[src/rtl/agen_pkg.sv]
package agen_pkg;
    typedef enum logic [2:0] {
        MOD_NONE   = 3'd0,
        MOD_INC1   = 3'd1,
        MOD_DEC1   = 3'd2,
        MOD_INC_IX = 3'd3,
        MOD_DEC_IX = 3'd4,
        MOD_INC_RC = 3'd5,
        MOD_DEC_RC = 3'd6,
        MOD_RSVD   = 3'd7
    } mod_e;
endpackage

[src/rtl/agen_rcadd.sv]
module agen_rcadd #(
    parameter int W = 16
) (
    input  logic [W-1:0] a,
    input  logic [W-1:0] b,
    input  logic         sub,
    output logic [W-1:0] y
);
    logic [W-1:0] ra;
    logic [W-1:0] rb;
    logic [W-1:0] rs;

    for (genvar i = 0; i < W; i++) begin : g_mirror
        assign ra[i] = a[W-1-i];
        assign rb[i] = b[W-1-i];
        assign y[i]  = rs[W-1-i];
    end

    assign rs = sub ? (ra - rb) : (ra + rb);

    // a zero step leaves the operand untouched in both directions
    always_comb begin
        p_rc_zero_r7: assert (b != '0 || y == a);
    end
endmodule

[src/rtl/agen_postmod.sv]
module agen_postmod
    import agen_pkg::*;
#(
    parameter int W = 16
) (
    input  logic [W-1:0] cur,
    input  logic [W-1:0] idx,
    input  mod_e         mode,
    output logic [W-1:0] nxt
);
    logic [W-1:0] rc_y;

    agen_rcadd #(.W(W)) u_rc (
        .a   (cur),
        .b   (idx),
        .sub (mode == MOD_DEC_RC),
        .y   (rc_y)
    );

    always_comb begin
        case (mode)
            MOD_INC1:   nxt = cur + W'(1);
            MOD_DEC1:   nxt = cur - W'(1);
            MOD_INC_IX: nxt = cur + idx;
            MOD_DEC_IX: nxt = cur - idx;
            MOD_INC_RC,
            MOD_DEC_RC: nxt = rc_y;
            default:    nxt = cur;
        endcase
    end
endmodule

[src/rtl/aux_addr_gen.sv]
module aux_addr_gen
    import agen_pkg::*;
#(
    parameter int W      = 16,
    parameter int NREG   = 8,
    parameter int PAGE_W = 9
) (
    input  logic                    clk,
    input  logic                    rst_n,
    input  logic                    op_valid,
    input  logic                    op_direct,
    input  logic [2:0]              mod_code,
    input  logic [W-PAGE_W-1:0]     offset_in,
    input  logic                    ptr_wr,
    input  logic [$clog2(NREG)-1:0] ptr_val,
    input  logic                    page_wr,
    input  logic [PAGE_W-1:0]       page_val,
    input  logic                    ar_wr,
    input  logic [$clog2(NREG)-1:0] ar_wr_sel,
    input  logic [W-1:0]            ar_wr_data,
    input  logic [$clog2(NREG)-1:0] ar_rd_sel,
    output logic [W-1:0]            ar_rd_data,
    output logic [W-1:0]            ea
);
    localparam int PTR_W = $clog2(NREG);
    localparam int OFF_W = W - PAGE_W;

    typedef struct packed {
        logic [NREG-1:0][W-1:0] ar;
        logic [PTR_W-1:0]       ptr;
        logic [PAGE_W-1:0]      page;
    } state_t;

    state_t       s_d, s_q;
    logic [W-1:0] cur_w;
    logic [W-1:0] nxt_w;
    logic         mod_en;

    assign cur_w  = s_q.ar[s_q.ptr];
    assign mod_en = op_valid && !op_direct;

    agen_postmod #(.W(W)) u_pm (
        .cur  (cur_w),
        .idx  (s_q.ar[0]),
        .mode (mod_e'(mod_code)),
        .nxt  (nxt_w)
    );

    always_comb begin
        s_d = s_q;
        if (mod_en)  s_d.ar[s_q.ptr]  = nxt_w;
        if (ar_wr)   s_d.ar[ar_wr_sel] = ar_wr_data;
        if (ptr_wr)  s_d.ptr           = ptr_val;
        if (page_wr) s_d.page          = page_val;
    end

    always_ff @(posedge clk or negedge rst_n) begin
        if (!rst_n) s_q <= '0;
        else        s_q <= s_d;
    end

    assign ea         = op_direct ? {s_q.page, offset_in[OFF_W-1:0]} : cur_w;
    assign ar_rd_data = s_q.ar[ar_rd_sel];

    // no-modify access keeps the current register
    p_nomod_hold_r4: assert property (@(posedge clk) disable iff (!rst_n)
        (mod_en && (mod_code == 3'd0) && !ar_wr)
        |=> s_q.ar[$past(s_q.ptr)] == $past(cur_w));

    // step by one upward
    p_inc1_r5: assert property (@(posedge clk) disable iff (!rst_n)
        (mod_en && (mod_code == 3'd1) && !ar_wr)
        |=> s_q.ar[$past(s_q.ptr)] == $past(cur_w) + W'(1));

    // selector follows ptr_val one edge later
    p_ptr_load_r8: assert property (@(posedge clk) disable iff (!rst_n)
        ptr_wr |=> s_q.ptr == $past(ptr_val));

    // explicit load always lands
    p_load_wins_r9: assert property (@(posedge clk) disable iff (!rst_n)
        ar_wr |=> s_q.ar[$past(ar_wr_sel)] == $past(ar_wr_data));

    // page-mode or idle cycles leave the register file alone
    p_direct_hold_r11: assert property (@(posedge clk) disable iff (!rst_n)
        (!mod_en && !ar_wr) |=> s_q.ar == $past(s_q.ar));

    // page changes only through page_wr
    p_page_hold_r3: assert property (@(posedge clk) disable iff (!rst_n)
        !page_wr |=> $stable(s_q.page));
endmodule

[config.mk]
export PLATFORM = sky130hd
export DESIGN_NAME = aux_addr_gen
export DESIGN_NICKNAME = d
export VERILOG_FILES = /design/src/rtl/agen_pkg.sv /design/src/rtl/agen_rcadd.sv /design/src/rtl/agen_postmod.sv /design/src/rtl/aux_addr_gen.sv
export SDC_FILE = /design/constraint.sdc
export NUM_CORES = 1
export LEC_CHECK = 0
export ABC_CLOCK_PERIOD_IN_PS = 4350
export BUFFER_PORTS_ARGS = -buffer_cell sky130_fd_sc_hd__buf_2
export CORE_ASPECT_RATIO = 0.75
export CORE_MARGIN = 1
export CORE_UTILIZATION = 25
export CTS_BUF_LIST = sky130_fd_sc_hd__clkbuf_8
export CTS_CLUSTER_DIAMETER = 80
export DETAILED_ROUTE_END_ITERATION = 8
export GPL_TIMING_DRIVEN = 1
export MAX_ROUTING_LAYER = met4
export SLEW_MARGIN = 20
export SYNTH_ARGS = -nofsm -noshare
export SYNTH_HDL_FRONTEND = slang
export SYNTH_SLANG_ARGS = --single-unit
[constraint.sdc]
create_clock -name clk -period 4.35 [get_ports clk]
set_input_delay 0.2175 -clock clk [delete_from_list [all_inputs] [get_ports clk]]
set_output_delay 0.2175 -clock clk [all_outputs]
set_load 0.01 [all_outputs]
======== Word level (Yosys, flattened, before mapping) ========
Cells that the tools add are included.
cells by class
  add/subtract/negate cells ............... 6
  $lt $le $gt $ge ......................... 5
  equality and inequality tests ........... 6
  mux-type cells .......................... 15
  reductions and logical operators ........ 5
operators with widths
  operator                                                           count
  bitwise mux 128 bit                                                2
  2-to-1 mux 128 bit                                                 2
  binary-select mux 16 bit (select 3 bit)                            2
  demux 16 bit (select 3 bit)                                        2
  2-to-1 mux 16 bit                                                  6
  one-hot mux 16 bit (5 select lines)                                1
  adder 16 bit                                                       2
  subtractor 16 bit                                                  2
  adder 16 x 1 -> 16 bit, second input constant                      1
  subtractor 16 x 1 -> 16 bit, second input constant                 1
  less-than comparator 3 x 4 -> 1 bit, second input constant         3
  == test 3 bit, second input constant                               3
  == test 3 x 2 -> 1 bit, second input constant                      2
  greater-or-equal comparator 3 x 1 -> 1 bit, second input constant  2
  == test 3 x 1 -> 1 bit, second input constant                      1
  logical AND 1 bit                                                  3
  OR reduction 2 bit                                                 1
  zero test 1 bit                                                    1
storage, ports and cells
  register bits after elaboration ......... 140
  bits of input ports ..................... 51
  output and inout port bits .............. 32
  logic and storage cells ................. 47

======== Logic depth before layout (Yosys ltp) ========
Gate-level depths: netlist (run 1).
  depth in word-level cells ............... 9
  mapped depth ............................ 18

======== Cells and area by module ========
Synthesis (run 1) repeated with hierarchy kept, for this count alone.
unflattened totals
  cells, all modules ...................... 1170
  area, all modules ....................... 11253.3 µm²
by module, submodules not included
  module        times used  cells each  area each (µm²)
  aux_addr_gen  1           823         8774.7
  agen_postmod  1           211         1488.9
  agen_rcadd    1           136         989.7

======== Worst setup path after synthesis (run 1) ========
No wires, ideal clock.
  kind .................................... register -> register
  start point ............................. reg s_q[11] (netlist bit)
  end point ............................... reg s_q[127] (netlist bit)
  data arrival time ....................... 3.720 ns
  required time ........................... 4.232 ns
  slack ................................... 0.512 ns
  cell stages (with the launch flop) ...... 17
  clock period less this slack ............ 3.838 ns
  cell sequence ........................... dfrtp_1 > buf_2 > buf_2 > buf_1 > nor2_1 > a221oi_1 > o22ai_1 > ha_1 > nor2b_1 > o31a_1 > o211ai_1 > a21oi_1 > o31a_1 > or3_1 > a31oi_2 > a211oi_1 > a21o_1
RTL lines
  element                 line                source
  from (decl)             aux_addr_gen.sv:34  state_t s_d, s_q;
  from (signal assigned)  aux_addr_gen.sv:58  if (!rst_n) s_q <= '0;
  from (signal assigned)  aux_addr_gen.sv:59  else s_q <= s_d;

==> results of run 1 <==
[area by class of cell]
cell class                      count  area, um^2  area share (%)
Multi-Input combinational cell    997        7230            54.4
Sequential cell                   140        3510            26.4
Timing Repair Buffer              182        1270            9.53
Tap cell                          578         723            5.43
Clock buffer                       19         262            1.96
Clock inverter                     13         221            1.66
Inverter                           23        86.3           0.649
Antenna cell                        2        5.00          0.0376
[kinds of logic after synthesis]
family	Yosys count	synth area share [%]
compound gates	389	21.5
xor+xnor	32	2.59
fa+ha+maj	34	3.96
buf+inv	120	4.34
flops	140	31.5
mux	163	20.4
simple gates	379	15.7
[where the power goes]
part / internal, mW / switching, mW / leakage (nW)
Sequential: 1.76 / 0.570 / 1.71
Combinational: 2.08 / 2.67 / 3.47
Clock: 0.765 / 0.571 / 0.244
Total: 4.60 / 3.81 / 5.43
[worst max-delay path by stage]
stage	from	to	slack [ps]	depth (start not counted)
floorplan	s_q[11]	s_q[127]	510	16
global placement	s_q[10]	s_q[26]	140	16
detailed placement	s_q[10]	s_q[90]	100	16
CTS	s_q[10]	s_q[90]	80	16
global route	s_q[10]	s_q[127]	0.3	17
finish	s_q[10]	s_q[127]	170	17
[cells in the mapped netlist (10+ instances only)]
library cell	n
nand2_1	163
nand3_1	21
xnor2_1	21
ha_1	32
mux2i_1	70
buf_1	25
mux4_2	46
a211oi_1	12
nand2b_1	13
o22ai_1	18
mux2_2	47
inv_1	23
nor2b_1	13
a21boi_0	11
xor2_1	10
nor3_1	15
a21o_1	22
a21oi_1	66
and3_1	19
clkbuf_1	55
nor2_1	96
o21ai_0	167
a221oi_1	12
dfrtp_1	140
buf_2	14
[worst max-delay path, delay by kind of cell, from the launching register on]
kind | cells | cell delay (ps)
AO/OA/AOI/OAI | 10 | 2050
AND/OR/NAND/NOR | 3 | 660
adder cells (fa/ha/maj) | 2 | 540
flip-flops | 1 | 450
buffers and inverters | 2 | 340
[per-layer routing]
| layer | up-vias | part of all wire, % |
|---|---|---|
| met1 | 5459 | 45 |
| met3 | 72 | 11 |
| met4 | 0 | 2.6 |
| met5 | - | 0 |
| li1 | 4834 | - |
| met2 | 636 | 41 |
[timing repair]
action                                  4_1_cts  5_1_grt
buffers inserted                              0        1
gates resized for setup                       0       23
endpoints found under the setup margin        0       63
endpoints found under the hold margin        76        0
hold buffers                                 14        0
[stage by stage]
step                hold slack (ps)  setup WS, ps  utilization, %  instance area (um^2)
CTS                            13.5          82.5            30.3                 13200
finish                         43.4           171            30.5                 13300
floorplan                     -78.1           512               -                 11100
detailed placement              281          96.6            28.9                 12600
global placement                282           136            28.9                 12600
global route                   29.1         0.311            30.5                 13300
==> summary.txt, run 1 <==
Synthesis
  • Ys flop type: dfrtp_1
  • Number of synthesized flops with an enable pin: 0
  • Ys async rst share: 100%
  • Post-synthesis sequential area ratio: 31.5%
  • Largest cells by area after synthesis: dfrtp_1 (31%), mux4_2 (9.3%), o21ai_0 (7.5%), mux2i_1 (6.3%), nand2_1 (5.5%)
  • Share of the synthesized area in the top cell type: 31.5%
  • Cell variety after synth: 76
  • Gate Count Post-Synth: 1257
  • Mapped Nets: 1342
  • Mean post-synth cell area: 8.85 um^2
  • Syn. warnings: 0
  • Synth area leader: dfrtp_1
  • Seq cells post-synth: 140
  • Mapped Area: 11100 um^2

Finish
  • Nets@finish: 1446
  • Most frequent cells in the layout: o21ai_0 (166), nand2_1 (162), dfrtp_1 (135)
  • Post-route non-filler standard cell count: 1954
  • Max reg flops: 140
  • Share of cells above drive strength 1: 24.4%
  • Fillers: 4615
  • Commonest non-fill, non-tap cell in the layout: o21ai_0
  • Most flops, register: s_q
  • Biggest regs: s_q: 140 flops
  • Area growth, synth to finish: 19.6%

STA
  • Setup TNS: 0 ps
  • Hold Vio Cnt, Final: 0
  • RSZ-0062 raised after global routing: false
  • Final worst path period share: 96.1%
  • Setup violations, final: 0
  • Clock skew: 21.2 ps
  • Normalized max-slew margin: 36.5%
  • Min cycle time layout: 4180 ps
  • Max Transition Viols Final: 0
  • Tightest Pin Transition: 952 ps
  • F_max: 239 MHz

GRT
  • First-pass GRT wire length: 67500 um
  • Gr ovfl total: 0
  • Grt met3 use: 5.34%
  • Vias in the first global route: 10.1k
  • Largest net degree at the start of global routing: 67
  • Initial antenna violation count: 2
  • GR peak layer: met1
  • Tot GR Track Use: 20.7%
  • M2 GR Usage: 28.3%
  • Met1 GRT Util: 29.6%

Min path
  • Hold EP: s_q[55]
  • HP Class: input pin to register
  • Hold Path Origin: ar_wr_data[11]
  • Worst Hold Depth: 3

Worst setup path
  • Worst R2R End: s_q[127]
  • Critical Path AT: 4560 ps
  • Crit path largest cell delay: 450 ps
  • Crit Path Max Fanout: 18
  • R2R cell count: 17
  • CP endpoint kind: register
  • R2r setup slk: 170 ps
  • Cell chain of the critical path: buf_12 -> nand2b_1 -> o32ai_1 -> a21oi_1 -> o21ai_0 -> ha_2 -> fa_1 -> nor2b_1 -> o31a_1 -> o211ai_1 -> a21oi_1 -> o31a_1 -> or3_1 -> a31oi_4 -> buf_12 -> a211oi_1 -> a21o_1
  • Crit path kind: register to register
  • Crit path launch type: register
  • R2r startpoint: s_q[10]
  • CP max-delay cell: dfrtp_2
  • Worst path required time: 4730 ps

Floorplan
  • Die H: 185 um
  • Row count: 66
  • Die area: 45400 um^2
  • # IOs: 83
  • Core ar.: 43600 um^2
  • Initial Util: 25.5%
  • DIE WIDTH: 246 um

Flow run
  • # Max-Cap Violations: 0

Clocking
  • Later-pin clock latency in the skew report: 500 ps
  • Clock Path Buffers: 2
  • Root Buffer: clkbuf_8
  • H-tree depth: 4
  • Clock transition at path regs: 90 ps
  • CTS tree: built
  • Cts bufs inserted: 17
  • CTS Sinks: 140

Pwr
  • Pwr Total: 8.41 mW
  • Leakage power: 5.43 nW
  • Maximum vdd drop: 0.000267 V
  • Cell area power density: 632 nW/um^2

Placement
  • Detailed Place HPWL: 33300 um
  • Placed cells: 1905
  • Global placement routability congestion: 0.985
  • I/O Buffers: 82

Outcome
  • Status: complete, no violations

Detailed routing
  • Via count: 11.0k
  • Drt initial violations: 1363
  • Router iterations before antenna repair: 5
  • WL per Instance: 23.4 um
  • Remaining antenna violation count after routing: 0
  • Number of vias per cell: 5.63
  • Routed wire length: 45800 um
  • DRC errors left: 0
No activity file was read; power rests on OpenSTA's default activity.
==> run 2: changes to the inputs <==
--- a/config.mk
+++ b/config.mk
@@ -10,7 +10,7 @@
 export CORE_ASPECT_RATIO = 0.75
 export CORE_MARGIN = 1
 export CORE_UTILIZATION = 25
-export CTS_BUF_LIST = sky130_fd_sc_hd__clkbuf_8
+export CTS_BUF_LIST = sky130_fd_sc_hd__clkbuf_16
 export CTS_CLUSTER_DIAMETER = 80
 export DETAILED_ROUTE_END_ITERATION = 8
 export GPL_TIMING_DRIVEN = 1
==> summary.txt, run 2 (synthesis gave the netlist of run 1 again) <==
Outcome
  • Status: complete, no violations

Finish
  • Share of cells above drive strength 1: 24.3% (-0.13 points)
  • Fin area: 13400 um^2 (+0.98%)
  • Area growth, synth to finish: 20.8%
  • Most frequent cells in the layout: o21ai_0 (165), nand2_1 (162), dfrtp_1 (135)
  • Max reg flops: 140 (unchanged)
  • Most flops, register: s_q
  • Area occupied by multi-input gates: 7240 um^2 (about the same)
  • Post-route non-filler standard cell count: 1949 (-0.26%)
  • Register area: 3510 um^2 (unchanged)
  • Fillers: 4573 (-0.91%)
  • Nets@finish: 1441 (-0.35%)
  • Commonest non-fill, non-tap cell in the layout: o21ai_0
  • Biggest regs: s_q: 140 flops

Placement
  • Placed cells: 1905 (unchanged)
  • Detailed Place HPWL: 33300 um (unchanged)
  • Placement Cell Area: 12600 um^2 (unchanged)
  • I/O Buffers: 82 (unchanged)
  • Global placement routability congestion: 0.985 (unchanged)

GRT
  • Initial antenna violation count: 2 (unchanged)
  • Tot GR Track Use: 20.8% (+0.10 points)
  • Largest net degree at the start of global routing: 67 (unchanged)
  • First-pass GRT wire length: 67700 um (+0.33%)
  • Gr ovfl total: 0 (unchanged)
  • Vias in the first global route: 10.2k (+0.42%)

Worst setup path
  • Worst path required time: 4710 ps (-20 ps)
  • Buf/Inv on CP: 3 (+1)
  • Crit path launch type: register
  • Critical path's top delay family: compound AO/OA/AOI/OAI gates
  • Crit Path Max Fanout: 18 (unchanged)
  • CP endpoint kind: register
  • CP max-delay cell: mux4_2
  • Critical Path AT: 4540 ps (-20 ps)
  • Crit path kind: register to register
  • Cell chain of the critical path: buf_12 -> mux4_2 -> mux2i_2 -> ha_2 -> fa_1 -> nor2b_1 -> o31a_1 -> nor2_2 -> a21oi_1 -> buf_4 -> o31a_1 -> a311o_1 -> a21oi_1 -> nor3_1 -> buf_4 -> o221ai_1
  • Crit path largest cell delay: 530 ps (+80 ps)

STA
  • Tightest Pin Transition: 941 ps (-11.0 ps)
  • F_max: 239 MHz (about the same)
  • Normalized max-slew margin: 37.2% (+0.73 points)
  • Setup TNS: 0 ps (unchanged)
  • Hold Vio Cnt, Final: 0 (unchanged)
  • Final worst path period share: 96.0% (about the same)
  • RSZ-0062 raised after global routing: false
  • Clock skew: 11.2 ps (-9.90 ps)
  • Max Transition Viols Final: 0 (unchanged)
  • Min cycle time layout: 4180 ps (-2.57 ps)
  • Setup violations, final: 0 (unchanged)
  • Min Hold Slack: 40.3 ps (-3.12 ps)

Floorplan
  • Row count: 66 (unchanged)
  • Die H: 185 um (unchanged)
  • Initial Util: 25.5% (unchanged)
  • Core ar.: 43600 um^2 (unchanged)
  • # IOs: 83 (unchanged)
  • DIE WIDTH: 246 um (unchanged)
  • Die area: 45400 um^2 (unchanged)

Clocking
  • Cts bufs inserted: 17 (unchanged)
  • Clock Path Buffers: 2 (unchanged)
  • CTS Sinks: 140 (unchanged)
  • CTS tree: built
  • Root Buffer: clkbuf_16
  • Clock transition at path regs: 60 ps (-30 ps)
  • Later-pin clock latency in the skew report: 460 ps (-40 ps)
  • Post CTS Setup Buffer Count: 0 (unchanged)
  • H-tree depth: 4 (unchanged)

Min path
  • HP Class: input pin to register

Detailed routing
  • Remaining antenna violation count after routing: 0 (unchanged)
  • WL per Instance: 23.5 um (+0.30%)
  • Routed wire length: 45800 um (about the same)
  • DRC errors left: 0 (unchanged)
  • Drt initial violations: 1461 (+7.2%)
  • Number of vias per cell: 5.59 (-0.72%)
  • Router iterations before antenna repair: 6 (+1)
  • Via count: 10.9k (-0.97%)

Flow run
  • # Max-Cap Violations: 0 (unchanged)

Pwr
  • Maximum vdd drop: 0.000346 V (+30%)
  • Leakage power: 5.49 nW (+1.0%)
  • Cell area power density: 653 nW/um^2 (+3.3%)
## run 2: cell count changes in the layout (fill, tap and decap cells not counted)
cell / previous run / this run
clkbuf_8: 19 / 0
clkbuf_16: 0 / 17
dlygate4sd3_1: 14 / 10
clkinv_1: 0 / 2
buf_4: 80 / 79
nor2_2: 5 / 4
nor2_4: 1 / 2
nor2b_1: 12 / 13
nor2b_2: 1 / 0
o21ai_0: 166 / 165
o21ai_2: 1 / 2
## run 2: metrics by stage
stage | setup WS (ps) | utilization [%] | power, mW
floorplan | 512 | - | 5.10
global route | 8.68 | 30.8 | 9.26
detailed placement | 96.6 | 28.9 | 6.87
global placement | 136 | 28.9 | 6.80
CTS | 83.8 | 30.6 | 8.60
finish | 174 | 30.8 | 8.77
## run 2: timing repair
| item | in CTS | in global routing |
|---|---|---|
| endpoints found under the setup margin | 0 | 61 |
| gates resized for setup | 0 | 25 |
| hold endpoints to repair | 73 | 0 |
| hold buffers | 10 | 0 |
## run 2: layout make-up
cell class / instances / share of cell area [%]
Antenna cell: 2 / 0.0372
Timing Repair Buffer: 177 / 9.09
Sequential cell: 140 / 26.1
Clock inverter: 15 / 1.70
Multi-Input combinational cell: 997 / 53.9
Clock buffer: 17 / 3.17
Tap cell: 578 / 5.38
Inverter: 23 / 0.642
## run 2: power by group
| group | internal, mW | total [mW] | switching (mW) |
|---|---|---|---|
| sequential | 1.76 | 2.34 | 0.576 |
| clock | 1.06 | 1.69 | 0.630 |
| combinational | 2.08 | 4.74 | 2.66 |
| total | 4.90 | 8.77 | 3.87 |
## run 2: final timing paths
| path | end | cells past startpoint | slack [ps] | from |
|---|---|---|---|---|
| max in group asynchronous | s_q[17] | 3 | 2930 | rst_n |
| worst max-delay path | s_q[90] | 16 | 170 | s_q[10] |
| worst max register to register | s_q[90] | 16 | 170 | s_q[10] |
| min in group asynchronous | s_q[107] | 2 | 360 | rst_n |
| worst min-delay path | s_q[9] | 2 | 40 | ptr_wr |
| worst min register to register | s_q[7] | 1 | 500 | s_q[7] |
## run 2: metal layers
metal,part of all wire [%],GRT usage [%]
met1,45,29.7
met4,2.5,6.46
met5,0,-
met3,11,4.85
met2,41,28.4
